**src/rtl/hilo_pkg.sv**
```systemverilog
package hilo_pkg;

  localparam logic [5:0] FN_MUL_S = 6'b011000;
  localparam logic [5:0] FN_MUL_U = 6'b011001;
  localparam logic [5:0] FN_DIV_S = 6'b011010;
  localparam logic [5:0] FN_DIV_U = 6'b011011;
  localparam logic [5:0] FN_RD_HI = 6'b010000;
  localparam logic [5:0] FN_WR_HI = 6'b010001;
  localparam logic [5:0] FN_RD_LO = 6'b010010;
  localparam logic [5:0] FN_WR_LO = 6'b010011;

  typedef enum logic [2:0] {
    K_NONE,
    K_MUL,
    K_DIV,
    K_RDHI,
    K_RDLO,
    K_WRHI,
    K_WRLO
  } req_kind_t;

endpackage

```
**src/rtl/hilo_decode.sv**
```systemverilog
module hilo_decode
  import hilo_pkg::*;
(
  input  logic [5:0] func,
  output req_kind_t  kind,
  output logic       is_signed
);

  always_comb begin
    kind      = K_NONE;
    is_signed = 1'b0;
    unique case (func)
      FN_MUL_S: begin kind = K_MUL; is_signed = 1'b1; end
      FN_MUL_U: kind = K_MUL;
      FN_DIV_S: begin kind = K_DIV; is_signed = 1'b1; end
      FN_DIV_U: kind = K_DIV;
      FN_RD_HI: kind = K_RDHI;
      FN_RD_LO: kind = K_RDLO;
      FN_WR_HI: kind = K_WRHI;
      FN_WR_LO: kind = K_WRLO;
      default:  kind = K_NONE;
    endcase
  end

endmodule

```
**src/rtl/hilo_iter_engine.sv**
```systemverilog
module hilo_iter_engine #(
  parameter int W = 32
) (
  input  logic         clk,
  input  logic         rst_n,
  input  logic         start,
  input  logic         start_div,
  input  logic         start_signed,
  input  logic [W-1:0] opa,
  input  logic [W-1:0] opb,
  output logic         busy,
  output logic         done,
  output logic [W-1:0] res_hi,
  output logic [W-1:0] res_lo
);

  localparam int CW = $clog2(W);
  localparam logic [CW-1:0] LAST = CW'(W - 1);

  logic          running_q, running_d;
  logic          done_q, done_d;
  logic [CW-1:0] cnt_q, cnt_d;
  logic          div_q, div_d;
  logic          negq_q, negq_d;
  logic          negr_q, negr_d;
  logic [W-1:0]  acch_q, acch_d;
  logic [W-1:0]  accl_q, accl_d;
  logic [W-1:0]  opnd_q, opnd_d;

  logic [W-1:0]   mag_a, mag_b;
  logic [W:0]     msum;
  logic [W:0]     dpart;
  logic           dge;
  logic [W-1:0]   ddiff;
  logic [2*W-1:0] prod_mag, prod_fix;

  always_comb begin
    mag_a = (start_signed && opa[W-1]) ? -opa : opa;
    mag_b = (start_signed && opb[W-1]) ? -opb : opb;
    msum  = {1'b0, acch_q} + (accl_q[0] ? {1'b0, opnd_q} : '0);
    dpart = {acch_q, accl_q[W-1]};
    dge   = dpart >= {1'b0, opnd_q};
    ddiff = dpart[W-1:0] - opnd_q;
  end

  // next state
  always_comb begin
    running_d = running_q;
    done_d    = 1'b0;
    cnt_d     = cnt_q;
    div_d     = div_q;
    negq_d    = negq_q;
    negr_d    = negr_q;
    acch_d    = acch_q;
    accl_d    = accl_q;
    opnd_d    = opnd_q;
    if (start) begin
      running_d = 1'b1;
      cnt_d     = '0;
      div_d     = start_div;
      negq_d    = start_signed && (opa[W-1] ^ opb[W-1]) && (!start_div || (opb != '0));
      negr_d    = start_signed && start_div && opa[W-1];
      acch_d    = '0;
      accl_d    = mag_a;
      opnd_d    = mag_b;
    end else if (running_q) begin
      cnt_d = cnt_q + 1'b1;
      if (div_q) begin
        acch_d = dge ? ddiff : dpart[W-1:0];
        accl_d = {accl_q[W-2:0], dge};
      end else begin
        acch_d = msum[W:1];
        accl_d = {msum[0], accl_q[W-1:1]};
      end
      if (cnt_q == LAST) begin
        running_d = 1'b0;
        done_d    = 1'b1;
      end
    end
  end

  // registers
  always_ff @(posedge clk or negedge rst_n) begin
    if (!rst_n) begin
      running_q <= 1'b0;
      done_q    <= 1'b0;
      cnt_q     <= '0;
      div_q     <= 1'b0;
      negq_q    <= 1'b0;
      negr_q    <= 1'b0;
      acch_q    <= '0;
      accl_q    <= '0;
      opnd_q    <= '0;
    end else begin
      running_q <= running_d;
      done_q    <= done_d;
      cnt_q     <= cnt_d;
      div_q     <= div_d;
      negq_q    <= negq_d;
      negr_q    <= negr_d;
      acch_q    <= acch_d;
      accl_q    <= accl_d;
      opnd_q    <= opnd_d;
    end
  end

  always_comb begin
    prod_mag = {acch_q, accl_q};
    prod_fix = negq_q ? -prod_mag : prod_mag;
    if (div_q) begin
      res_hi = negr_q ? -acch_q : acch_q;
      res_lo = negq_q ? -accl_q : accl_q;
    end else begin
      res_hi = prod_fix[2*W-1:W];
      res_lo = prod_fix[W-1:0];
    end
  end

  assign busy = running_q | done_q;
  assign done = done_q;

  // the final iteration is followed by exactly one result cycle
  p_last_step_r8: assert property (@(posedge clk) disable iff (!rst_n)
    running_q && (cnt_q == LAST) |=> done_q && !running_q);
  p_done_pulse_r8: assert property (@(posedge clk) disable iff (!rst_n)
    done_q |=> !done_q && !running_q);
  // a new operation never starts over one in flight
  p_start_idle_r10: assert property (@(posedge clk) disable iff (!rst_n)
    start |-> !running_q && !done_q);
  // zero divisor yields an all-ones quotient
  p_div_zero_r5: assert property (@(posedge clk) disable iff (!rst_n)
    done_q && div_q && (opnd_q == '0) |-> res_lo == '1);

endmodule

```
**src/rtl/hilo_muldiv_unit.sv**
```systemverilog
module hilo_muldiv_unit
  import hilo_pkg::*;
#(
  parameter int W = 32
) (
  input  logic         clk,
  input  logic         rst_n,
  input  logic         req_valid,
  input  logic [5:0]   req_func,
  input  logic [W-1:0] req_s,
  input  logic [W-1:0] req_t,
  output logic [W-1:0] rd_data,
  output logic         busy,
  output logic         stall
);

  req_kind_t    kind;
  logic         kind_signed;
  logic         eng_busy, eng_done;
  logic [W-1:0] eng_hi, eng_lo;
  logic         accept, known, go;
  logic [W-1:0] hi_q, hi_d, lo_q, lo_d;
  logic         hi_en, lo_en;

  hilo_decode u_dec (
    .func      (req_func),
    .kind      (kind),
    .is_signed (kind_signed)
  );

  assign known  = (kind != K_NONE);
  assign accept = req_valid && known && !eng_busy;
  assign go     = accept && ((kind == K_MUL) || (kind == K_DIV));

  hilo_iter_engine #(.W(W)) u_eng (
    .clk          (clk),
    .rst_n        (rst_n),
    .start        (go),
    .start_div    (kind == K_DIV),
    .start_signed (kind_signed),
    .opa          (req_s),
    .opb          (req_t),
    .busy         (eng_busy),
    .done         (eng_done),
    .res_hi       (eng_hi),
    .res_lo       (eng_lo)
  );

  // next state with explicit enables
  always_comb begin
    hi_en = 1'b0;
    lo_en = 1'b0;
    hi_d  = hi_q;
    lo_d  = lo_q;
    if (eng_done) begin
      hi_en = 1'b1;
      lo_en = 1'b1;
      hi_d  = eng_hi;
      lo_d  = eng_lo;
    end else if (accept && (kind == K_WRHI)) begin
      hi_en = 1'b1;
      hi_d  = req_s;
    end else if (accept && (kind == K_WRLO)) begin
      lo_en = 1'b1;
      lo_d  = req_s;
    end
  end

  always_ff @(posedge clk or negedge rst_n) begin
    if (!rst_n) begin
      hi_q <= '0;
      lo_q <= '0;
    end else begin
      if (hi_en) hi_q <= hi_d;
      if (lo_en) lo_q <= lo_d;
    end
  end

  assign rd_data = (kind == K_RDLO) ? lo_q : hi_q;
  assign busy    = eng_busy;
  assign stall   = req_valid && known && eng_busy;

  // nothing touches hi/lo while an operation is in flight
  p_locked_r10: assert property (@(posedge clk) disable iff (!rst_n)
    eng_busy && !eng_done |=> $stable(hi_q) && $stable(lo_q));
  // an accepted move into hi takes the operand
  p_move_hi_r7: assert property (@(posedge clk) disable iff (!rst_n)
    accept && (kind == K_WRHI) |=> hi_q == $past(req_s));
  // without a request or an operation, hi/lo hold
  p_idle_hold_r12: assert property (@(posedge clk) disable iff (!rst_n)
    !eng_busy && !req_valid |=> $stable(hi_q) && $stable(lo_q));
  // refusal only while busy
  p_stall_busy_r9: assert property (@(posedge clk) disable iff (!rst_n)
    stall |-> busy);

endmodule

```
**config.mk**
```make
export PLATFORM = sky130hd
export DESIGN_NAME = hilo_muldiv_unit
export DESIGN_NICKNAME = d
export VERILOG_FILES = /design/src/rtl/hilo_pkg.sv /design/src/rtl/hilo_decode.sv /design/src/rtl/hilo_iter_engine.sv /design/src/rtl/hilo_muldiv_unit.sv
export SDC_FILE = /design/constraint.sdc
export NUM_CORES = 1
export LEC_CHECK = 0
export BUFFER_PORTS_ARGS = -buffer_cell sky130_fd_sc_hd__buf_2
export CORE_MARGIN = 4
export CORE_UTILIZATION = 62
export CTS_CLUSTER_SIZE = 25
export DETAILED_ROUTE_END_ITERATION = 12
export PLACE_DENSITY_LB_ADDON = 0.15
export SYNTH_ARGS = -nofsm -noshare
export SYNTH_HDL_FRONTEND = slang
export SYNTH_SLANG_ARGS = --single-unit
```
**constraint.sdc**
```tcl
create_clock -name clk -period 4.6 [get_ports clk]
set_input_delay 0.92 -clock clk [delete_from_list [all_inputs] [get_ports clk]]
set_output_delay 0.92 -clock clk [all_outputs]
set_load 0.1 [all_outputs]
```
# Word-level counts from Yosys, hierarchy flattened
# Cells that the tools add are included.
# W data, S select, Z words.
# totals
register_bits	170
output_inout_bits	34
rom_bits	0
word_cells	99
latch_bits	0
n_memories	0
ram_bits	0
# classes
magnitude_cmp	1
reduce_logical	26
n_eq_ne	15
add_sub_neg	8
div_mod_pow	0
bitwise	2
multipliers	0
shift	0
muxes	36
# ops
operator	n
$mux W32	20
$neg A32 Y32	4
$mux W64	1
$neg A64 Y64	1
$eq A6 B5 Y1 const B	8
$add A32 B33 Y33	1
$ge A33 B32 Y1	1
$reduce_bool A32 Y1	1
$sub A32 B32 Y32	1
$pmux W3 S6	1
$logic_and A1 B1 Y1	12
$mux W1	12
$mux W5	2
$eq A3 B3 Y1 const B	3
$reduce_bool A2 Y1	3
$reduce_or A2 Y1	3
$add A5 B1 Y5 const B	1
$eq A5 B5 Y1 const B	1
$eq A3 B1 Y1 const B	1
$eq A3 B2 Y1 const B	1
$reduce_and A3 Y1	1
$reduce_bool A3 Y1	1
$logic_not A1 Y1	2
$logic_or A1 B1 Y1	2
other kinds (4)	4

# Longest topological paths before layout
# Gate-level depths: netlist (run 1).
# logic_depth
word_depth	11
ltp_mapped	14
depth_no_buf	13

# By module
# A second synthesis (run 1) with hierarchy kept.
# unflattened
cells_unflattened	1991
hier_area_um2	15607.5
# modules_own_cells
mod	area_each_um2	seq_area_each_um2	cells_per_inst	n_inst
hilo_iter_engine	11847.6	2652.5	1576	1
hilo_muldiv_unit	3702.3	1601.5	407	1
hilo_decode	57.6	0.0	8	1

# Worst setup path before layout (run 1)
# No wires, ideal clock.
# synth_path
path_type	input -> output
from	in req_func[2]
to	out rd_data[21]
slack_ns	1.231
required_ns	3.680
n_path_buf	1
arrival_time_ns	2.449
stages	5
path_cell_list	nor3b_1 nor2b_1 nand3b_1 buf_1 mux2_2
# synth_via
elab_chain_len	5
# synth_rtl
item	line_no	source
from (decl)	hilo_muldiv_unit.sv:9	input logic [5:0] req_func,
$eq A6 B5 Y1	hilo_decode.sv:12	unique case (func)
$reduce_or A2 Y1 (no source line)	n/a	
$pmux W3 S6 (*)	hilo_decode.sv:12	
$eq A3 B3 Y1 (*)	hilo_muldiv_unit.sv:79	assign rd_data = (kind == K_RDLO) ? lo_q : hi_q;
$mux W32 (*)	hilo_muldiv_unit.sv:79	
to (decl)	hilo_muldiv_unit.sv:12	output logic [W-1:0] rd_data,
# Every way passes the cells marked *; elsewhere a longest branch is shown, timed or not.

# Worst setup path in the final report (run 1)
# layout_path
from	in req_func[2]
to	out rd_data[3]
# Same word-level chain as after synthesis.

==> results of run 1 <==
[worst min-delay path by stage]
| stage | end | slack [ps] | from | cells past startpoint |
|---|---|---|---|---|
| 2_1_floorplan | u_eng.opnd_q[10]$_DFFE_PN0P_ | 450 | u_eng.opnd_q[10]$_DFFE_PN0P_ | 2 |
| 3_3_place_gp | u_eng.opnd_q[9]$_DFFE_PN0P_ | 460 | u_eng.opnd_q[9]$_DFFE_PN0P_ | 2 |
| 3_5_place_dp | u_eng.opnd_q[9]$_DFFE_PN0P_ | 470 | u_eng.opnd_q[9]$_DFFE_PN0P_ | 2 |
| 4_1_cts | u_eng.opnd_q[25]$_DFFE_PN0P_ | 490 | u_eng.opnd_q[25]$_DFFE_PN0P_ | 2 |
| 5_1_grt | u_eng.opnd_q[4]$_DFFE_PN0P_ | 510 | u_eng.opnd_q[4]$_DFFE_PN0P_ | 2 |
| 6_report | u_eng.opnd_q[9]$_DFFE_PN0P_ | 490 | u_eng.opnd_q[9]$_DFFE_PN0P_ | 2 |
[cells in the mapped netlist, types with 4 or more instances]
library cell / n
nand2_1: 222
o21ai_1: 6
nor2b_1: 11
o221ai_1: 8
o31ai_1: 23
xor2_1: 76
xnor2_1: 102
buf_2: 4
and2_1: 15
mux2i_1: 109
or4_1: 10
o211ai_1: 24
and3_1: 7
buf_1: 10
a211oi_1: 14
nor4_1: 15
a22o_1: 4
or2_2: 6
o22ai_1: 12
nand4_1: 11
o21ai_0: 186
ha_1: 70
nor2_1: 144
a21o_1: 30
nor3_1: 46
dfrtp_1: 170
o41ai_1: 12
a22oi_1: 6
clkbuf_1: 90
or3_1: 9
nand3_1: 32
a21oi_1: 103
o21bai_1: 4
inv_1: 63
a31oi_1: 16
a221oi_1: 23
mux2_2: 43
nand2b_1: 15
[kinds of logic (layout without fill, tap and decap cells)]
group,count (synthesis),count (layout),share of synthesized area
AOI/OAI and AO/OA,513,513,0.2181
xor gates and xnor gates,178,178,0.1051
adders and majority gates,72,72,0.06171
buffers and inverters,175,227,0.04671
DFF,170,170,0.2867
muxes,152,152,0.1061
and+or+nand+nor,563,563,0.1756
[report_power, final]
group	internal (uW)	total (uW)	switching [uW]
sequential	2160	3010	858
clock	728	1440	713
combinational	3120	8060	4940
total	6000	12500	6510
[metrics by stage]
stage | total power [uW] | utilization | area (um2) | hold slack (ps)
after floorplan | 8800 | - | 14840 | 449.8
after global placement | 10780 | 0.6730 | 15840 | 461.8
after detailed placement | 10910 | 0.6730 | 15840 | 474.3
after CTS | 12390 | 0.6978 | 16430 | 490.7
after global routing | 13370 | 0.6978 | 16430 | 514.0
final | 12510 | 0.6978 | 16430 | 485.5
[registers in the layout (all words and copies together), names as in the netlist]
signal,flops
u_eng.running_q,1
hi_q,32
u_eng.acch_q,32
u_eng.accl_q,32
u_eng.negq_q,1
u_eng.opnd_q,32
lo_q,32
u_eng.done,1
u_eng.cnt_q,5
u_eng.negr_q,1
u_eng.div_q,1
[critical path, delay by kind of cell]
family	cells	cell delay (ps)
buffers and inverters	3	780
multiplexers	1	270
AND/OR/NAND/NOR	3	930
[layer usage]
| metal | global-route usage | vias up | share of wire |
|---|---|---|---|
| met1 | 0.4437 | 6728 | 0.41 |
| met5 | 0 | - | 0 |
| met3 | 0.04758 | 118 | 0.073 |
| li1 | - | 6630 | - |
| met4 | 0.1155 | 0 | 0.032 |
| met2 | 0.5609 | 655 | 0.48 |
[cell type report]
class,count,area (um2)
multi-input cells,1478,9923
fillers,1957,7114
flip-flops and latches,170,4263
repair buffers,130,1015
clock buffers,18,429.2
well taps,319,399.1
inverters,65,244.0
clock inverters,14,155.1
==> reports/results.ini, run 1 <==
[cts]
clock_path_buffers=2
cts_buffers=17
cts.sinks=170
cts_root_buf=clkbuf_16
cts_tree=built
cts_max_level=4
cts_resized=0
post-cts-setup-buffers=0
hold_buffers=0
path_clk_slew_ps=80
insertion_delay_ps=440

[cells_and_area]
antenna_cells=0
final_cell_mix=nand2_1 (221), o21ai_0 (186), dfrtp_1 (167)
nets=2007
syn_to_final_growth_pct=10.70
drive_gt1_frac=0.1259
final_common_cell=nand2_1
final_cells=2194

[sta]
rsz0062_at_grt=no
max_clock_freq_ghz=0.2605
min_period_over_period=0.8345
tightest_slew_ps=1111
finClkSkew_ps=19.33
setup_violations=0
timing.slew.headroom=0.2590
finalHoldViolCount=0
finalMaxSlewViolations=0
setup_ws_ps=761.3
tns_ps=0
final.min_clock_period_ps=3839

[die]
ioPinCount=107
die-width_um=162.7
die_y_um=162.7
core-area_um2=23540
initial_core_util=0.6304
rows=56
die_area_um2=26480

[place]
placed_cells=2162
globalplace.congestion=0.9446
portBuffers=106
hpwlAfterDp_mm=33.05
place_ws_ps=817.7

[worst_setup_path]
crit_top_cell=buf_2
required_ps=3680
slowest_delay_ps=420
r2r_start=u_eng.acch_q[2]$_DFFE_PN0P_
r2r_slack_ps=830
path_class=in -> out
start_kind=input pin
crit_slowest_cell=nor3b_1
crit_path_end_kind=output pin
path_max_fanout=22
crit_path_start=req_func[2]
reg2reg_depth=11
endpoint=rd_data[3]
cp_cell_sequence=buf_2 > nor3b_1 > nor2b_1 > nand3b_1 > buf_4 > mux2_2 > buf_2
r2r-end=u_eng.acch_q[0]$_DFFE_PN0P_
arrival_ps=2920

[pwr]
powerDensity_nw_per_um2=761.6
peakVddDrop_v=0.0004716
leakage_uw=0.007047

[synth]
synth_fp_nets=1968
synth_top_area_frac=0.2867
yosys_warnings=0
netlist_instances=1823
synth_cell_types=83
ys.flop_type=dfrtp_1
async_flop_share=1.000
avgSynthCellArea_um2=8.141
synthTopCellsByArea=dfrtp_1 (29%), mux2i_1 (7.4%), o21ai_0 (6.3%), xnor2_1 (6.0%), ha_1 (5.9%)
syn_area_um2=14840
ys_seq_area_frac=0.2867
synth_seq_cells=170
yosysTopAreaCell=dfrtp_1
synth_edf_count=0

[global_routing]
grt_max_degree=130
grt_pass1_wl_mm=71.59
antenna_found_initial=0
grt_overflow=0
grt_pass1_vias=13694
grt_use_total=0.3338

[routing]
wirelength_mm=44.40
vias=14131
wire_per_inst_um=20.24
drtPass1Iterations=7
drt_iter0_drc=1209
viasPerCell=6.441
drc=0
antenna_left=0

[hold_path]
hold_class=reg -> reg

[status]
status=finished, final reports clean

[job]
max_cap_violations=0

Power figures use the tool's default switching activity.
==> run 2: changes to the inputs <==
--- a/config.mk
+++ b/config.mk
@@ -7,7 +7,7 @@
 export LEC_CHECK = 0
 export BUFFER_PORTS_ARGS = -buffer_cell sky130_fd_sc_hd__buf_2
 export CORE_MARGIN = 4
-export CORE_UTILIZATION = 62
+export CORE_UTILIZATION = 56
 export CTS_CLUSTER_SIZE = 25
 export DETAILED_ROUTE_END_ITERATION = 12
 export PLACE_DENSITY_LB_ADDON = 0.15
==> constraint.sdc (replaced) <==
create_clock -name clk -period 3.35 [get_ports clk]
set_input_delay 0.67 -clock clk [delete_from_list [all_inputs] [get_ports clk]]
set_output_delay 0.67 -clock clk [all_outputs]
set_load 0.1 [all_outputs]
==> reports/results.ini, run 2 (synthesis results as in run 1) <==
[sta]
setup_violations=0  ; unchanged
setup_ws_ps=103.1  ; -658.2 ps
max_clock_freq_ghz=0.3080
timing.slew.headroom=0.2684  ; +0.009344
tightest_slew_ps=1097  ; -14.02 ps
min_period_over_period=0.9692
final.min_clock_period_ps=3247
tns_ps=0  ; unchanged
finalHoldViolCount=0  ; unchanged
finalMaxSlewViolations=0  ; unchanged
rsz0062_at_grt=no
finClkSkew_ps=18.69  ; -0.6391 ps

[pwr]
peakVddDrop_v=0.0007847  ; +66%
totalPowerFinal_uw=18520  ; +48%
leakage_uw=0.007680  ; +9.0%
powerDensity_nw_per_um2=1052  ; +38%

[routing]
vias=14390  ; +1.8%
drt_iter0_drc=1056  ; -13%
antenna_left=0  ; unchanged
drtPass1Iterations=9  ; +2
drc=0  ; unchanged
wire_per_inst_um=20.35  ; +0.56%
wirelength_mm=47.03  ; +5.9%
viasPerCell=6.227  ; -3.3%

[die]
ioPinCount=107  ; unchanged
die_y_um=170.8  ; +5.0%
rows=59  ; +5.4%
core-area_um2=26060  ; +11%
initial_core_util=0.5695  ; -0.06087
die_area_um2=29170  ; +10%
die-width_um=170.8  ; +5.0%

[cts]
clock_path_buffers=2  ; unchanged
cts_buffers=17  ; unchanged
cts.sinks=170  ; unchanged
cts_root_buf=clkbuf_16
path_clk_slew_ps=90  ; about the same
insertion_delay_ps=440  ; about the same
cts_tree=built
cts_max_level=4  ; unchanged

[status]
status=finished, final reports clean

[worst_setup_path]
required_ps=3660  ; -20 ps
r2r_start=u_eng.accl_q[0]$_DFFE_PN0P_
path_delay_family=compound AO/OA/AOI/OAI gates
path_depth=13  ; +6
r2r-end=u_eng.acch_q[27]$_DFFE_PN0P_
cp_cell_sequence=inv_4 > nor2_1 > ha_1 > a21o_1 > or3_1 > o21ai_2 > a2111oi_2 > buf_4 > or3_1 > a2111o_1 > o21ai_0 > xor2_1 > o211ai_1
path_buf_inv=2  ; -1
start_kind=flip-flop
slowest_delay_ps=460  ; +40 ps
path_class=reg -> reg
crit_path_end_kind=flip-flop
crit_slowest_cell=a2111o_1
r2r_slack_ps=100  ; -730 ps
reg2reg_depth=13  ; +2
path_max_fanout=8  ; -64%
crit_top_cell=or3_1
arrival_ps=3560  ; +640 ps

[job]
max_cap_violations=0  ; unchanged

[place]
hpwlAfterDp_mm=35.25  ; +6.7%
globalplace.congestion=1.019  ; +7.9%
portBuffers=106  ; unchanged
place_ws_ps=-102.4  ; -920.1 ps
placed_area_um2=16880  ; +6.5%

[global_routing]
grt_overflow=0  ; unchanged
antenna_found_initial=0  ; unchanged
grt_pass1_vias=14006  ; +2.3%
grt_pass1_wl_mm=73.93  ; +3.3%
grt_use_total=0.3165  ; -0.01735
grt_max_degree=129  ; -0.77%

[hold_path]
hold_class=in -> async

[cells_and_area]
antenna_cells=0  ; unchanged
final_cell_mix=nand2_1 (219), o21ai_0 (184), dfrtp_1 (167)
drive_gt1_frac=0.1817  ; +0.05581
final_common_cell=nand2_1
syn_to_final_growth_pct=18.62
fillCellCount=2206  ; +13%
nets=2108  ; +5.0%
design_area_um2=17600  ; +7.2%

[run 2: cell count changes in the layout (fill, tap and decap cells not counted), moves of 4 or more]
| cell | change |
|---|---|
| ha_1 | -4 |
| a21oi_1 | -5 |
| a21oi_2 | +4 |
| buf_4 | +96 |
| buf_12 | +18 |
| buf_2 | -13 |
[run 2: per-stage QoR]
step | utilization | hold slack (ps) | std cells
5_1_grt | 0.6756 | 329.6 | 2311
2_1_floorplan | - | 374.4 | 1823
3_5_place_dp | 0.6478 | 471.1 | 2279
6_report | 0.6756 | 271.3 | 2311
4_1_cts | 0.6712 | 305.7 | 2311
3_3_place_gp | 0.6478 | 461.7 | 2279
[run 2: how the worst max path moves through the flow]
stage | from | endpoint | slack, ps
after floorplan | u_eng.accl_q[0]$_DFFE_PN0P_ | u_eng.acch_q[27]$_DFFE_PN0P_ | 170
after global placement | u_eng.accl_q[0]$_DFFE_PN0P_ | u_eng.acch_q[27]$_DFFE_PN0P_ | -20
after detailed placement | u_eng.accl_q[0]$_DFFE_PN0P_ | u_eng.acch_q[27]$_DFFE_PN0P_ | -100
after CTS | u_eng.accl_q[0]$_DFFE_PN0P_ | u_eng.acch_q[19]$_DFFE_PN0P_ | 20
after global routing | u_eng.opnd_q[8]$_DFFE_PN0P_ | u_eng.acch_q[0]$_DFFE_PN0P_ | 2
final | u_eng.accl_q[0]$_DFFE_PN0P_ | u_eng.acch_q[27]$_DFFE_PN0P_ | 100
[run 2: area by class of cell]
cell class / instances / area [um2] / share of cell area
inverters: 65 / 246.5 / 0.01400
flip-flops and latches: 170 / 4263 / 0.2421
well taps: 335 / 419.2 / 0.02381
repair buffers: 231 / 2031 / 0.1154
clock buffers: 17 / 425.4 / 0.02416
clock inverters: 15 / 175.2 / 0.009950
multi-input cells: 1478 / 10040 / 0.5706
[run 2: worst reg2reg max path, cell delays in order (launching register included)]
cell and delay, ps:
dfrtp_1 410, inv_4 130, nor2_1 70, ha_1 290, a21o_1 200, or3_1 350, o21ai_2 230, a2111oi_2 110
buf_4 150, or3_1 350, a2111o_1 460, o21ai_0 110, xor2_1 170, o211ai_1 90
[run 2: report_power, final]
group / total (uW) / switching (uW) / internal [uW]
Sequential: 3870 / 903 / 2960
Clock: 2070 / 1060 / 1010
Combinational: 12600 / 7390 / 5190
Total: 18500 / 9350 / 9160
[run 2: repair_timing]
item                                    CTS  global route
endpoints found under the setup margin    2            27
resized for setup                         3            23
pin swaps                                 0             2
hold buffers                              0             0
setup buffers                             0             0
[run 2: metal layers]
metal / part of all wire / up-vias / GRT usage
met5: 0 / - / 0
met4: 0.026 / 0 / 0.09618
met3: 0.056 / 97 / 0.03420
met2: 0.48 / 539 / 0.5425
met1: 0.44 / 6913 / 0.4234
li1: - / 6841 / -
==> run 3: changes to the inputs <==
--- a/config.mk
+++ b/config.mk
@@ -5,11 +5,11 @@
 export SDC_FILE = /design/constraint.sdc
 export NUM_CORES = 1
 export LEC_CHECK = 0
-export BUFFER_PORTS_ARGS = -buffer_cell sky130_fd_sc_hd__buf_2
 export CORE_MARGIN = 4
-export CORE_UTILIZATION = 56
+export CORE_UTILIZATION = 60
 export CTS_CLUSTER_SIZE = 25
 export DETAILED_ROUTE_END_ITERATION = 12
+export DONT_BUFFER_PORTS = 1
 export PLACE_DENSITY_LB_ADDON = 0.15
 export SYNTH_ARGS = -nofsm -noshare
 export SYNTH_HDL_FRONTEND = slang
==> reports/results.ini, run 3 (synthesis results as in run 1) <==
[die]
core-area_um2=24320  ; -6.7%
rows=57  ; -3.4%
ioPinCount=107  ; unchanged
die_y_um=165.3  ; -3.2%
die_area_um2=27310  ; -6.4%
die-width_um=165.3  ; -3.2%
initial_core_util=0.6102  ; +0.04073

[place]
globalplace.congestion=0.9934  ; -2.5%
hpwlAfterDp_mm=33.19  ; -5.8%
placed_cells=2154  ; -5.5%
portBuffers=0  ; -100%

[cells_and_area]
final_common_cell=nand2_1
final_cells=2188  ; -5.3%
final_cell_mix=nand2_1 (220), o21ai_0 (185), dfrtp_1 (167)
fillCellCount=1971  ; -11%
nets=1997  ; -5.3%
antenna_cells=0  ; unchanged
syn_to_final_growth_pct=13.45
final_core_util=0.6923  ; +0.01672
drive_gt1_frac=0.1325  ; -0.04917

[routing]
viasPerCell=6.432  ; +3.3%
wire_per_inst_um=20.51  ; +0.78%
antenna_left=0  ; unchanged
drc=0  ; unchanged
drt_iter0_drc=1388  ; +31%
vias=14073  ; -2.2%
wirelength_mm=44.87  ; -4.6%
drtPass1Iterations=5  ; -4

[cts]
cts_root_buf=clkbuf_16
path_clk_slew_ps=80  ; about the same
cts_tree=built
cts_buffers=17  ; unchanged
clock_path_buffers=2  ; unchanged
cts_max_level=4  ; unchanged
insertion_delay_ps=450  ; about the same
cts.sinks=170  ; unchanged

[sta]
finalMaxSlewViolations=0  ; unchanged
finClkSkew_ps=18.20  ; -0.4876 ps
setup_violations=0  ; unchanged
min_period_over_period=0.9660  ; -0.003257
hold_ws_ps=-96.79  ; -368.1 ps
tightest_slew_ps=1270  ; +172.7 ps
final.min_clock_period_ps=3236  ; -10.91 ps
finalHoldViolCount=170  ; +170
rsz0062_at_grt=yes
max_clock_freq_ghz=0.3090  ; +0.34%
tns_ps=0  ; unchanged
timing.slew.headroom=0.1533  ; -0.1151

[hold_path]
hold_class=in -> async

[global_routing]
grt_use_total=0.3292  ; +0.01275
grt_overflow=0  ; unchanged
grt_pass1_wl_mm=71.26  ; -3.6%
antenna_found_initial=1  ; +1
grt_pass1_vias=13553  ; -3.2%
grt_max_degree=171  ; +33%

[worst_setup_path]
path_class=reg -> reg
crit_path_end_kind=flip-flop
reg2reg_depth=13  ; unchanged
path_max_fanout=4  ; -4
crit_slowest_cell=a2111o_1
r2r-end=u_eng.acch_q[27]$_DFFE_PN0P_
cp_cell_sequence=inv_2 > buf_4 > nor2_1 > ha_1 > a21o_1 > or3_1 > o21ai_2 > a2111oi_2 > or3_1 > a2111o_1 > o21ai_0 > xor2_1 > o211ai_1
r2r_start=u_eng.accl_q[0]$_DFFE_PN0P_
required_ps=3660  ; about the same
r2r_slack_ps=110  ; about the same
arrival_ps=3550  ; about the same
start_kind=flip-flop
slowest_delay_ps=460  ; about the same
crit_top_cell=or3_1

[status]
status=complete, but fails checks
violations=negative hold slack

[pwr]
peakVddDrop_v=0.0006009  ; -23%
powerDensity_nw_per_um2=1065  ; +1.2%
leakage_uw=0.007174  ; -6.6%

[job]
max_cap_violations=0  ; unchanged

## run 3: cell count changes in the layout (fill, tap and decap cells not counted), sizes merged
cell,delta
clkinv,-2
clkinvlp,+1
buf,-111
## run 3: worst max path at each step
stage	slack, ps	end	startpoint
floorplan	170	u_eng.acch_q[27]$_DFFE_PN0P_	u_eng.accl_q[0]$_DFFE_PN0P_
global placement	-40	u_eng.acch_q[31]$_DFFE_PN0P_	u_eng.acch_q[7]$_DFFE_PN0P_
detailed placement	-60	u_eng.acch_q[27]$_DFFE_PN0P_	u_eng.accl_q[0]$_DFFE_PN0P_
CTS	20	u_eng.acch_q[31]$_DFFE_PN0P_	u_eng.acch_q[0]$_DFFE_PN0P_
global route	-80	u_eng.acch_q[24]$_DFFE_PN0P_	u_eng.accl_q[0]$_DFFE_PN0P_
finish	110	u_eng.acch_q[27]$_DFFE_PN0P_	u_eng.accl_q[0]$_DFFE_PN0P_
## run 3: critical path: cells and delay by family (launching register included)
kind	cells	cell delay, ps
buffers and inverters	2	240
xor gates and xnor gates	1	160
AOI/OAI and AO/OA	6	1230
and+or+nand+nor	3	780
adders and majority gates	1	290
DFF	1	390
## run 3: cell type report
cell class / count / area, um2 / share of cell area
clock buffers: 17 / 425.4 / 0.02527
multi-input cells: 1478 / 10010 / 0.5948
flip-flops and latches: 170 / 4263 / 0.2532
repair buffers: 120 / 1334 / 0.07922
inverters: 65 / 244.0 / 0.01449
clock inverters: 14 / 151.4 / 0.008992
well taps: 324 / 405.4 / 0.02408
## run 3: per-stage QoR
| stage | hold WS (ps) | total power [uW] | instance area (um2) | setup slack (ps) |
|---|---|---|---|---|
| 2_1_floorplan | 374.4 | 12080 | 14840 | 173.8 |
| 3_3_place_gp | 379.6 | 15360 | 16140 | -37.59 |
| 3_5_place_dp | 378.3 | 15560 | 16140 | -61.73 |
| 4_1_cts | -98.65 | 17610 | 16720 | 18.57 |
| 5_1_grt | -110.6 | 19050 | 16840 | -79.98 |
| 6_report | -96.79 | 17930 | 16840 | 114.0 |
## run 3: repair_timing
item | in CTS | in global routing
gates resized for setup | 2 | 23
cloned | 0 | 0
setup endpoints to repair | 4 | 22
buffers inserted | 0 | 3
pin swaps | 0 | 4
endpoints found under the hold margin | 170 | 170
## run 3: report_power, final
| part | switching (uW) | internal (uW) | leakage, uW |
|---|---|---|---|
| registers | 961 | 2970 | 0.00198 |
| clock network | 986 | 995 | 0.000281 |
| logic | 7150 | 4870 | 0.00492 |
## run 3: routing by layer
| layer | global-route usage | vias to the layer above | wire, um |
|---|---|---|---|
| met5 | 0 | - | 17 |
| met4 | 0.1108 | 2 | 1495 |
| met3 | 0.05436 | 115 | 3863 |
| met2 | 0.5375 | 729 | 20690 |
| met1 | 0.4461 | 6618 | 18810 |
| li1 | - | 6609 | - |
